<file path="config.mk">
export PLATFORM = sky130hd
export DESIGN_NAME = adc_seq_ctrl
export DESIGN_NICKNAME = d
export VERILOG_FILES = /design/src/rtl/adc_seq_pkg.sv /design/src/rtl/adc_seq_stepper.sv /design/src/rtl/adc_seq_results.sv /design/src/rtl/adc_seq_ctrl.sv
export SDC_FILE = /design/constraint.sdc
export NUM_CORES = 1
export LEC_CHECK = 0
export BUFFER_PORTS_ARGS = -buffer_cell sky130_fd_sc_hd__buf_2
export CORE_ASPECT_RATIO = 0.9
export CORE_MARGIN = 10
export CORE_UTILIZATION = 51
export CTS_CLUSTER_DIAMETER = 200
export DETAILED_ROUTE_END_ITERATION = 16
export PLACE_DENSITY_LB_ADDON = 0.08
export SETUP_SLACK_MARGIN = 0.3
export SYNTH_ARGS = -nofsm -noshare
export SYNTH_HDL_FRONTEND = slang
export SYNTH_SLANG_ARGS = --single-unit
</file>
<file path="constraint.sdc">
create_clock -name clk -period 2.1 [get_ports clk]
set_input_delay 0.21 -clock clk [delete_from_list [all_inputs] [get_ports clk]]
set_output_delay 0.21 -clock clk [all_outputs]
set_load 0.005 [all_outputs]
</file>
<file path="src/rtl/adc_seq_pkg.sv">
package adc_seq_pkg;
  // bit 2: repeat passes, bit 1: channel block, bit 0: eight conversions
  typedef struct packed {
    logic repeat_on;
    logic multi;
    logic long_seq;
  } seq_mode_t;

  typedef enum logic [1:0] {
    ST_IDLE  = 2'd0,
    ST_START = 2'd1,
    ST_WAIT  = 2'd2
  } step_state_e;
endpackage

</file>
<file path="src/rtl/adc_seq_stepper.sv">
module adc_seq_stepper
  import adc_seq_pkg::*;
#(
  parameter int CH_W  = 4,
  parameter int SLOTS = 8
) (
  input  logic                     clk,
  input  logic                     rst_n,
  input  logic                     cfg_we,
  input  logic [CH_W-1:0]          cfg_chan,
  input  logic [2:0]               cfg_mode,
  input  logic                     conv_done,
  output logic                     conv_start,
  output logic [CH_W-1:0]          conv_sel,
  output logic                     wr_en,
  output logic [$clog2(SLOTS)-1:0] wr_slot,
  output logic                     wr_last
);
  localparam int SLOT_W = $clog2(SLOTS);
  typedef logic [SLOT_W-1:0] slot_t;

  function automatic slot_t last_slot_of(input logic long_seq);
    return long_seq ? slot_t'(SLOTS - 1) : slot_t'(SLOTS / 2 - 1);
  endfunction

  function automatic logic [CH_W-1:0] pick_chan(input logic [CH_W-1:0] base,
                                                input seq_mode_t m, input slot_t s);
    logic [CH_W-1:0] low;
    low = m.long_seq ? CH_W'((1 << SLOT_W) - 1) : CH_W'((1 << (SLOT_W - 1)) - 1);
    if (!m.multi) return base;
    return (base & ~low) | (CH_W'(s) & low);
  endfunction

  step_state_e     st_q;
  slot_t           slot_q;
  logic [CH_W-1:0] chan_q;
  seq_mode_t       mode_q;

  // named internal events
  logic accept, at_last;
  assign accept  = (st_q == ST_WAIT) && conv_done && !cfg_we;
  assign at_last = (slot_q == last_slot_of(mode_q.long_seq));

  always_ff @(posedge clk or negedge rst_n) begin
    if (!rst_n) begin
      st_q   <= ST_IDLE;
      slot_q <= '0;
      chan_q <= '0;
      mode_q <= '0;
    end else if (cfg_we) begin
      st_q   <= ST_START;
      slot_q <= '0;
      chan_q <= cfg_chan;
      mode_q <= seq_mode_t'(cfg_mode);
    end else begin
      unique case (st_q)
        ST_START: st_q <= ST_WAIT;
        ST_WAIT: if (conv_done) begin
          if (at_last) begin
            slot_q <= '0;
            st_q   <= mode_q.repeat_on ? ST_START : ST_IDLE;
          end else begin
            slot_q <= slot_q + 1'b1;
            st_q   <= ST_START;
          end
        end
        default: st_q <= ST_IDLE;
      endcase
    end
  end

  assign conv_start = (st_q == ST_START) && !cfg_we;
  assign conv_sel   = pick_chan(chan_q, mode_q, slot_q);
  assign wr_en      = accept;
  assign wr_slot    = slot_q;
  assign wr_last    = at_last;


  start_pulse_chk: assert property (@(posedge clk) disable iff (!rst_n)
    conv_start |=> !conv_start);

  single_pass_stop_chk: assert property (@(posedge clk) disable iff (!rst_n)
    (accept && at_last && !mode_q.repeat_on) |=> !conv_start);

  repeat_restart_chk: assert property (@(posedge clk) disable iff (!rst_n)
    (accept && at_last && mode_q.repeat_on) |=> (conv_start || cfg_we));
endmodule

</file>
<file path="src/rtl/adc_seq_results.sv">
module adc_seq_results #(
  parameter int RES_W = 10,
  parameter int SLOTS = 8
) (
  input  logic                     clk,
  input  logic                     rst_n,
  input  logic                     clr,
  input  logic                     wr_en,
  input  logic [$clog2(SLOTS)-1:0] wr_slot,
  input  logic                     wr_last,
  input  logic [RES_W-1:0]         wr_data,
  output logic [SLOTS*RES_W-1:0]   res_flat,
  output logic [SLOTS-1:0]         slot_done,
  output logic                     seq_done
);
  logic [RES_W-1:0] res_q [SLOTS];
  logic [SLOTS-1:0] done_q;
  logic             seq_q;

  for (genvar g = 0; g < SLOTS; g++) begin : g_slot
    logic hit;
    assign hit = wr_en && (int'(wr_slot) == g);
    always_ff @(posedge clk or negedge rst_n) begin
      if (!rst_n) begin
        res_q[g]  <= '0;
        done_q[g] <= 1'b0;
      end else begin
        if (hit) res_q[g] <= wr_data;
        if (clr) done_q[g] <= 1'b0;
        else if (hit) done_q[g] <= 1'b1;
      end
    end
    assign res_flat[g*RES_W +: RES_W] = res_q[g];
  end

  always_ff @(posedge clk or negedge rst_n) begin
    if (!rst_n) seq_q <= 1'b0;
    else if (clr) seq_q <= 1'b0;
    else if (wr_en && wr_last) seq_q <= 1'b1;
  end

  assign slot_done = done_q;
  assign seq_done  = seq_q;


  clear_on_write_chk: assert property (@(posedge clk) disable iff (!rst_n)
    clr |=> (slot_done == '0 && !seq_done));

  store_slot_chk: assert property (@(posedge clk) disable iff (!rst_n)
    (wr_en && !clr) |=> (res_q[$past(wr_slot)] == $past(wr_data)));

  flags_sticky_chk: assert property (@(posedge clk) disable iff (!rst_n)
    !clr |=> ((slot_done & $past(slot_done)) == $past(slot_done)));

  pass_flag_chk: assert property (@(posedge clk) disable iff (!rst_n)
    $rose(seq_done) |-> ($countones(slot_done) == SLOTS || $countones(slot_done) == SLOTS / 2));
endmodule

</file>
<file path="src/rtl/adc_seq_ctrl.sv">
module adc_seq_ctrl #(
  parameter int CH_W  = 4,
  parameter int RES_W = 10,
  parameter int SLOTS = 8
) (
  input  logic                   clk,
  input  logic                   rst_n,
  input  logic                   cfg_we,
  input  logic [CH_W-1:0]        cfg_chan,
  input  logic [2:0]             cfg_mode,
  output logic                   conv_start,
  output logic [CH_W-1:0]        conv_sel,
  input  logic                   conv_done,
  input  logic [RES_W-1:0]       conv_data,
  output logic [SLOTS*RES_W-1:0] res_flat,
  output logic [SLOTS-1:0]       slot_done,
  output logic                   seq_done
);
  localparam int SLOT_W = $clog2(SLOTS);

  logic              wr_en;
  logic [SLOT_W-1:0] wr_slot;
  logic              wr_last;

  adc_seq_stepper #(.CH_W(CH_W), .SLOTS(SLOTS)) u_stepper (
    .clk(clk), .rst_n(rst_n), .cfg_we(cfg_we), .cfg_chan(cfg_chan),
    .cfg_mode(cfg_mode), .conv_done(conv_done), .conv_start(conv_start),
    .conv_sel(conv_sel), .wr_en(wr_en), .wr_slot(wr_slot), .wr_last(wr_last)
  );

  adc_seq_results #(.RES_W(RES_W), .SLOTS(SLOTS)) u_results (
    .clk(clk), .rst_n(rst_n), .clr(cfg_we), .wr_en(wr_en), .wr_slot(wr_slot),
    .wr_last(wr_last), .wr_data(conv_data), .res_flat(res_flat),
    .slot_done(slot_done), .seq_done(seq_done)
  );


  no_start_on_write_chk: assert property (@(posedge clk) disable iff (!rst_n)
    cfg_we |-> !conv_start);
endmodule

</file>
# After elaboration in Yosys (flattened, before gate mapping)
# Cells that the tools add are included.
dict set report word_totals {
  ram_bits 0
  latch_bits 0
  mem_count 0
  romBits 0
  ff_bits 101
  output_inout_bits 94
  elab_cells 95
}
dict set report classes {
  reduce_logical 26
  multipliers 0
  n_eq_ne 11
  n_div 0
  magnitude_cmp 0
  n_addsub 1
  muxes 30
  shifts 0
  bitwise 4
}
# op count
set ops {}
lappend ops {{nonzero test 2 bit} 11}
lappend ops {{2-to-1 mux 1 bit} 19}
lappend ops {{2-to-1 mux 3 bit} 6}
lappend ops {{== test 3 bit, second input constant} 4}
lappend ops {{logical AND 1 bit} 12}
lappend ops {{== test 3 x 2 -> 1 bit, second input constant} 2}
lappend ops {{2-to-1 mux 2 bit} 3}
lappend ops {{bitwise AND 3 x 4 -> 4 bit} 1}
lappend ops {{bitwise AND 4 bit} 1}
lappend ops {{2-to-1 mux 4 bit} 1}
lappend ops {{NOT 4 bit} 1}
lappend ops {{bitwise OR 4 bit} 1}
lappend ops {{case mux 2 bit (2 select lines)} 1}
lappend ops {{adder 3 x 1 -> 3 bit, second input constant} 1}
lappend ops {{== test 3 x 1 -> 1 bit, second input constant} 1}
lappend ops {{== test 3 bit} 1}
lappend ops {{zero test 3 bit} 1}
lappend ops {{inequality test 3 bit, second input constant} 1}
lappend ops {{== test 2 x 1 -> 1 bit, second input constant} 1}
lappend ops {{== test 2 bit, second input constant} 1}
lappend ops {{AND reduction 2 bit} 1}
lappend ops {{zero test 1 bit} 1}

# Logic depth before layout (Yosys ltp)
dict set report logic_depth {
  word_depth 6
  ltp_mapped 5
  depth_no_buf 4
}

# Hierarchy
# A second synthesis with hierarchy kept.
dict set report unflattened {
  hier_cells 251
  hier_area_um2 3980.1
}
# mod n_inst seq_area_each_um2 area_per_inst_um2 cells_each
set modules_own_cells {}
lappend modules_own_cells {adc_seq_results 1 2227.1 3380.7 204}
lappend modules_own_cells {adc_seq_stepper 1 300.3 599.3 47}

# Worst setup path after synthesis
# OpenSTA, ideal clock, no wires.
dict set report synth_timing {
  kind {flip-flop to flip-flop}
  start {register u_stepper.slot_q[0] (netlist: u_stepper.wr_slot[0])}
  end {register u_results.res_q (netlist bit u_results.res_flat[30])}
  n_path_buf 1
  synth_period_minus_slack_ns 1.545
  slack_ns 0.555
  setup_time_ns 0.128
  stages_incl_launch_ff 6
  t_required_ns 1.972
  arrival_ns 1.417
  cell_sequence {dfrtp_1 -> ha_1 -> ha_1 -> and3_1 -> buf_4 -> mux2_1}
}
dict set report synth_between {
  elab_chain_cells 2
}
# element line
set synth_lines {}
lappend synth_lines {{from (decl)} adc_seq_stepper.sv:35} ;# slot_t slot_q;
lappend synth_lines {{from (signal assigned)} adc_seq_stepper.sv:63} ;# slot_q <= slot_q + 1'b1;
lappend synth_lines {{== test 3 bit} adc_seq_results.sv:22} ;# assign hit = wr_en && (int'(wr_slot) == g);
lappend synth_lines {{logical AND 1 bit} adc_seq_results.sv:22}
lappend synth_lines {{to (signal, indexed assignment)} adc_seq_results.sv:28} ;# if (hit) res_q[g] <= wr_data;
lappend synth_lines {{to (decl)} adc_seq_results.sv:16} ;# logic [RES_W-1:0] res_q [SLOTS];
# Every way passes these cells.
# A chain may end at the register's enable or synchronous reset.

# Worst setup path after layout
# Same ends and word-level chain as after synthesis.

==> results_tabular.tex <==
\begin{tabular}{lr}
\hline
Metric & Value \\
\hline
\multicolumn{2}{l}{\textbf{Final layout}} \\
Antenna diode count & 0 \\
Most common cell after layout, fill and taps aside & sky130\_fd\_sc\_hd\_\_buf\_2 \\
Relative area change from synthesis to final layout & 23.64\% \\
Proportion of layout cells with a drive suffix above 1 & 0.3708 \\
Final cell count without fillers & between 400 and 500 \\
Area of all placed cells without fillers & 4933 µm² \\
Number of nets in the finished design & between 400 and 500 \\
Leading cell types in the layout, fill and taps excluded & sky130\_fd\_sc\_hd\_\_buf\_2, sky130\_fd\_sc\_hd\_\_dfrtp\_1, sky130\_fd\_sc\_hd\_\_mux2\_1, sky130\_fd\_sc\_hd\_\_buf\_4, sky130\_fd\_sc\_hd\_\_clkbuf\_8 \\
\multicolumn{2}{l}{\textbf{Timing}} \\
Count of final hold-check violations & 0 \\
Period utilization & 0.8025 \\
Max transition margin & 0.6640 \\
Final critical-path required period & around 1700 ps \\
Final-layout worst hold slack & 64.78 ps \\
Final setup violating endpoints & 0 \\
Worst-margin pin slew & a little over 500 ps \\
Worst setup margin & 414.7 ps \\
Final Max Tran Viols & 0 \\
Maximum clock frequency & approximately 590 MHz \\
Post-route setup TNS & 0 ps \\
Skew final & $\sim$4.9 ps \\
RSZ-0062 raised after global routing & false \\
\multicolumn{2}{l}{\textbf{Synthesis}} \\
Post-synthesis area per instance & approximately 15 µm² \\
Gate count after technology mapping & approximately 260 \\
Most instantiated flip-flop cell in the synthesis netlist & sky130\_fd\_sc\_hd\_\_dfrtp\_1 \\
Synthesized net count & 285 \\
Sequential area share after synthesis & 0.6334 \\
Share of flip-flops with an asynchronous set or reset after synthesis & 1.000 \\
Number of unique standard cell types used by synthesis & 31 \\
Flip-flop and latch count after synthesis & 101 \\
Number of synthesized flops with an enable pin & 0 \\
Mapped cell area & 3990 µm² \\
Yosys synthesis warning count & 0 \\
\multicolumn{2}{l}{\textbf{Worst setup path}} \\
Arrival time at the worst endpoint & 1920 ps \\
Endpoint type of the worst setup path & flip-flop \\
Critical path type & reg2reg \\
Depth of the worst register-to-register path & 4 \\
Most common cell on crit path & sky130\_fd\_sc\_hd\_\_ha\_1 \\
Worst setup startpoint & u\_stepper.wr\_slot[0] \\
Number of buffer and inverter stages on the critical path & 0 \\
Destination of the critical timing path & u\_results.res\_flat[30] \\
Terminus of the critical flop-to-flop path & u\_results.res\_flat[30] \\
Critical R2R Launch & u\_stepper.wr\_slot[0] \\
Category of the worst setup path launch point & flip-flop \\
Setup slack of the worst register-to-register path & between 400 and 500 ps \\
Data required time at the worst endpoint & $\sim$2300 ps \\
Series of cell instances along the critical path & ha\_1, ha\_1, and3\_2, mux2\_1 \\
Total stage count of the critical path & 4 \\
Kind of cell adding the most delay to the critical path & flip-flops \\
Slowest library cell on the worst path & sky130\_fd\_sc\_hd\_\_dfrtp\_1 \\
Worst-path fanout max & 11 \\
Maximum single-stage delay on the critical path & about 440 ps \\
\multicolumn{2}{l}{\textbf{Pwr}} \\
Pwr dens & between 700 and 800 nW/µm² \\
Part of the total power dissipated in the clock network & 0.354 \\
Switching share of power & 0.2244 \\
Proportion of power drawn by flip-flops and latches & 0.569 \\
Peak VDD IR & $\sim$0.47 mV \\
Internal power & between 2 and 3 mW \\
Standby leakage power & 2.877 nW \\
Net switching power of the design & around 0.8 mW \\
Combinational share of power & 0.077 \\
\multicolumn{2}{l}{\textbf{Die}} \\
Starting Density & 0.5262 \\
Core Box Area & around 7600 µm² \\
Die X-Extent & 113.2 µm \\
Die Span Y & 103.9 µm \\
Die area & between 10000 and 15000 µm² \\
Number of placed I/O pins & between 100 and 150 \\
Placement row count & 30 \\
\multicolumn{2}{l}{\textbf{Route}} \\
Router iterations before antenna repair & 5 \\
Number of nets with antenna violations after routing & 0 \\
Via Count & roughly 2500 \\
Total DRC errors in the routed layout & 0 \\
Final Routed Wirelength & roughly 9600 µm \\
Wire length per cell & 19.62 µm \\
Post-detailed-route via-to-cell ratio & between 5 and 6 \\
Initial DRC Count & 76 \\
\multicolumn{2}{l}{\textbf{CTS}} \\
CTS tree & built \\
Cell chosen for the clock root & sky130\_fd\_sc\_hd\_\_clkbuf\_8 \\
Clock transition at the register clock pins on the worst setup and hold paths after CTS & 90 ps \\
Number of buffers on the longest clock path & 2 \\
Total CTS buffers & 9 \\
Total setup buffers inserted after CTS & 0 \\
Clk sinks & 101 \\
Clock latency on the worst-skew pair & around 350 ps \\
Maximum level of the CTS H-tree & 3 \\
\multicolumn{2}{l}{\textbf{Placement}} \\
Final Wtd Congestion & between 0.8 and 0.9 \\
Cell area after placement & 4715 µm² \\
Placed Cells incl. Taps & 470 \\
Number of I/O port buffers & 114 \\
Post-Place Worst Slack & between 200 and 250 ps \\
Placed wire-length estimate & roughly 7100 µm \\
\multicolumn{2}{l}{\textbf{Global routing}} \\
Global route total overflow & 0 \\
Global-route usage over all layers & 0.1622 \\
Number of global-route vias before repair & about 2700 \\
Maximum number of pins on one net before global-route repair & 40 \\
Initial antenna violation count & 0 \\
Global-route wire length before repair & 15180 µm \\
\multicolumn{2}{l}{\textbf{Status}} \\
Run status & finished, final reports clean \\
\multicolumn{2}{l}{\textbf{Run}} \\
Max cap viols & 0 \\
\multicolumn{2}{l}{\textbf{Min path}} \\
Worst min-delay path category & in2reg \\
\hline
\end{tabular}
-- worst register-to-register path, delay by kind of cell, from the launching register on --
| family | cells | cell delay, ps |
|---|---|---|
| mux | 1 | 360 |
| fa+ha+maj | 2 | 420 |
| flops | 1 | 440 |
| simple gates | 1 | 350 |
-- repair_timing --
action | 4_1_cts | 5_1_grt
endpoints found under the hold margin | 36 | 0
setup endpoints to repair | 10 | 0
gates resized for setup | 1 | 0
hold buffers | 1 | 0
-- cell families after synthesis --
family                     Yosys count  share of synthesized area
DFF                                101                     0.6334
muxes                               90                     0.2540
and+or+nand+nor                     25                    0.03983
buffers and inverters               19                    0.02728
AOI/OAI and AO/OA                   17                    0.02666
adders and majority gates            6                    0.01881
-- metal layers --
layer	share of wire	vias to the layer above	track usage
li1	-	1170	-
met1	0.44	1276	0.2067
met2	0.46	89	0.2439
met3	0.089	4	0.07382
met4	0.0066	0	0.04167
met5	0	-	0
-- power by group through the flow --
| stage | logic, mW | clock network (mW) | registers (mW) |
|---|---|---|---|
| finish | 0.280 | 1.29 | 2.08 |
| floorplan | 0.0944 | 0 | 2.11 |
| global placement | 0.281 | 0 | 2.11 |
| global route | 0.315 | 1.43 | 2.09 |
| CTS | 0.290 | 1.33 | 2.08 |
| detailed placement | 0.287 | 0 | 2.12 |
-- flip-flops by register name, summed over array words and instances (netlist names) --
signal	flops
u_results.slot_done	8
u_stepper.chan_q	4
u_results.seq_done	1
u_results.res_flat	80
u_stepper.st_q	2
u_stepper.wr_slot	3
u_stepper.mode_q	3
-- cell usage after synthesis, types with 2 or more instances --
| library cell | count | share of area |
|---|---|---|
| sky130_fd_sc_hd__buf_4 | 5 | 0.0094 |
| sky130_fd_sc_hd__buf_6 | 2 | 0.0056 |
| sky130_fd_sc_hd__mux2_2 | 2 | 0.0056 |
| sky130_fd_sc_hd__nand2_1 | 6 | 0.0056 |
| sky130_fd_sc_hd__ha_1 | 6 | 0.019 |
| sky130_fd_sc_hd__mux2_1 | 88 | 0.25 |
| sky130_fd_sc_hd__nand3_1 | 5 | 0.0063 |
| sky130_fd_sc_hd__inv_1 | 8 | 0.0075 |
| sky130_fd_sc_hd__a21o_1 | 4 | 0.0075 |
| sky130_fd_sc_hd__o21ai_1 | 6 | 0.0075 |
| sky130_fd_sc_hd__and4_1 | 2 | 0.0044 |
| sky130_fd_sc_hd__a21oi_1 | 2 | 0.0025 |
| sky130_fd_sc_hd__buf_2 | 3 | 0.0038 |
| sky130_fd_sc_hd__dfrtp_1 | 101 | 0.63 |
| sky130_fd_sc_hd__nor2_1 | 2 | 0.0019 |
-- worst min path at each step --
stage                      startpoint  slack (ps)  cells past startpoint                     end
after global placement          rst_n         210                      1  u_results.res_flat[23]
after detailed placement        rst_n         210                      1  u_results.res_flat[23]
after floorplan                 rst_n         -90                      0   u_results.res_flat[0]
after CTS                 cfg_mode[2]          50                      2     u_stepper.mode_q[2]
final                     cfg_mode[2]          60                      2     u_stepper.mode_q[2]
after global routing      cfg_chan[0]          50                      2     u_stepper.chan_q[0]
-- per-stage QoR --
step / util / power [mW]
after floorplan: - / 2.209
after global placement: 0.6218 / 2.395
after detailed placement: 0.6218 / 2.403
after CTS: 0.6507 / 3.700
after global routing: 0.6507 / 3.830
final: 0.6507 / 3.651
-- layout make-up --
class | instances | area [µm²]
Fill cell | 611 | 2649
Clock inverter | 4 | 72.57
Sequential cell | 101 | 2527
Timing Repair Buffer | 128 | 693.2
Multi-Input combinational cell | 138 | 1355
Inverter | 8 | 30.03
Tap cell | 96 | 120.1
Clock buffer | 12 | 135.1
Note: power is estimated with default switching activity, not from simulation.
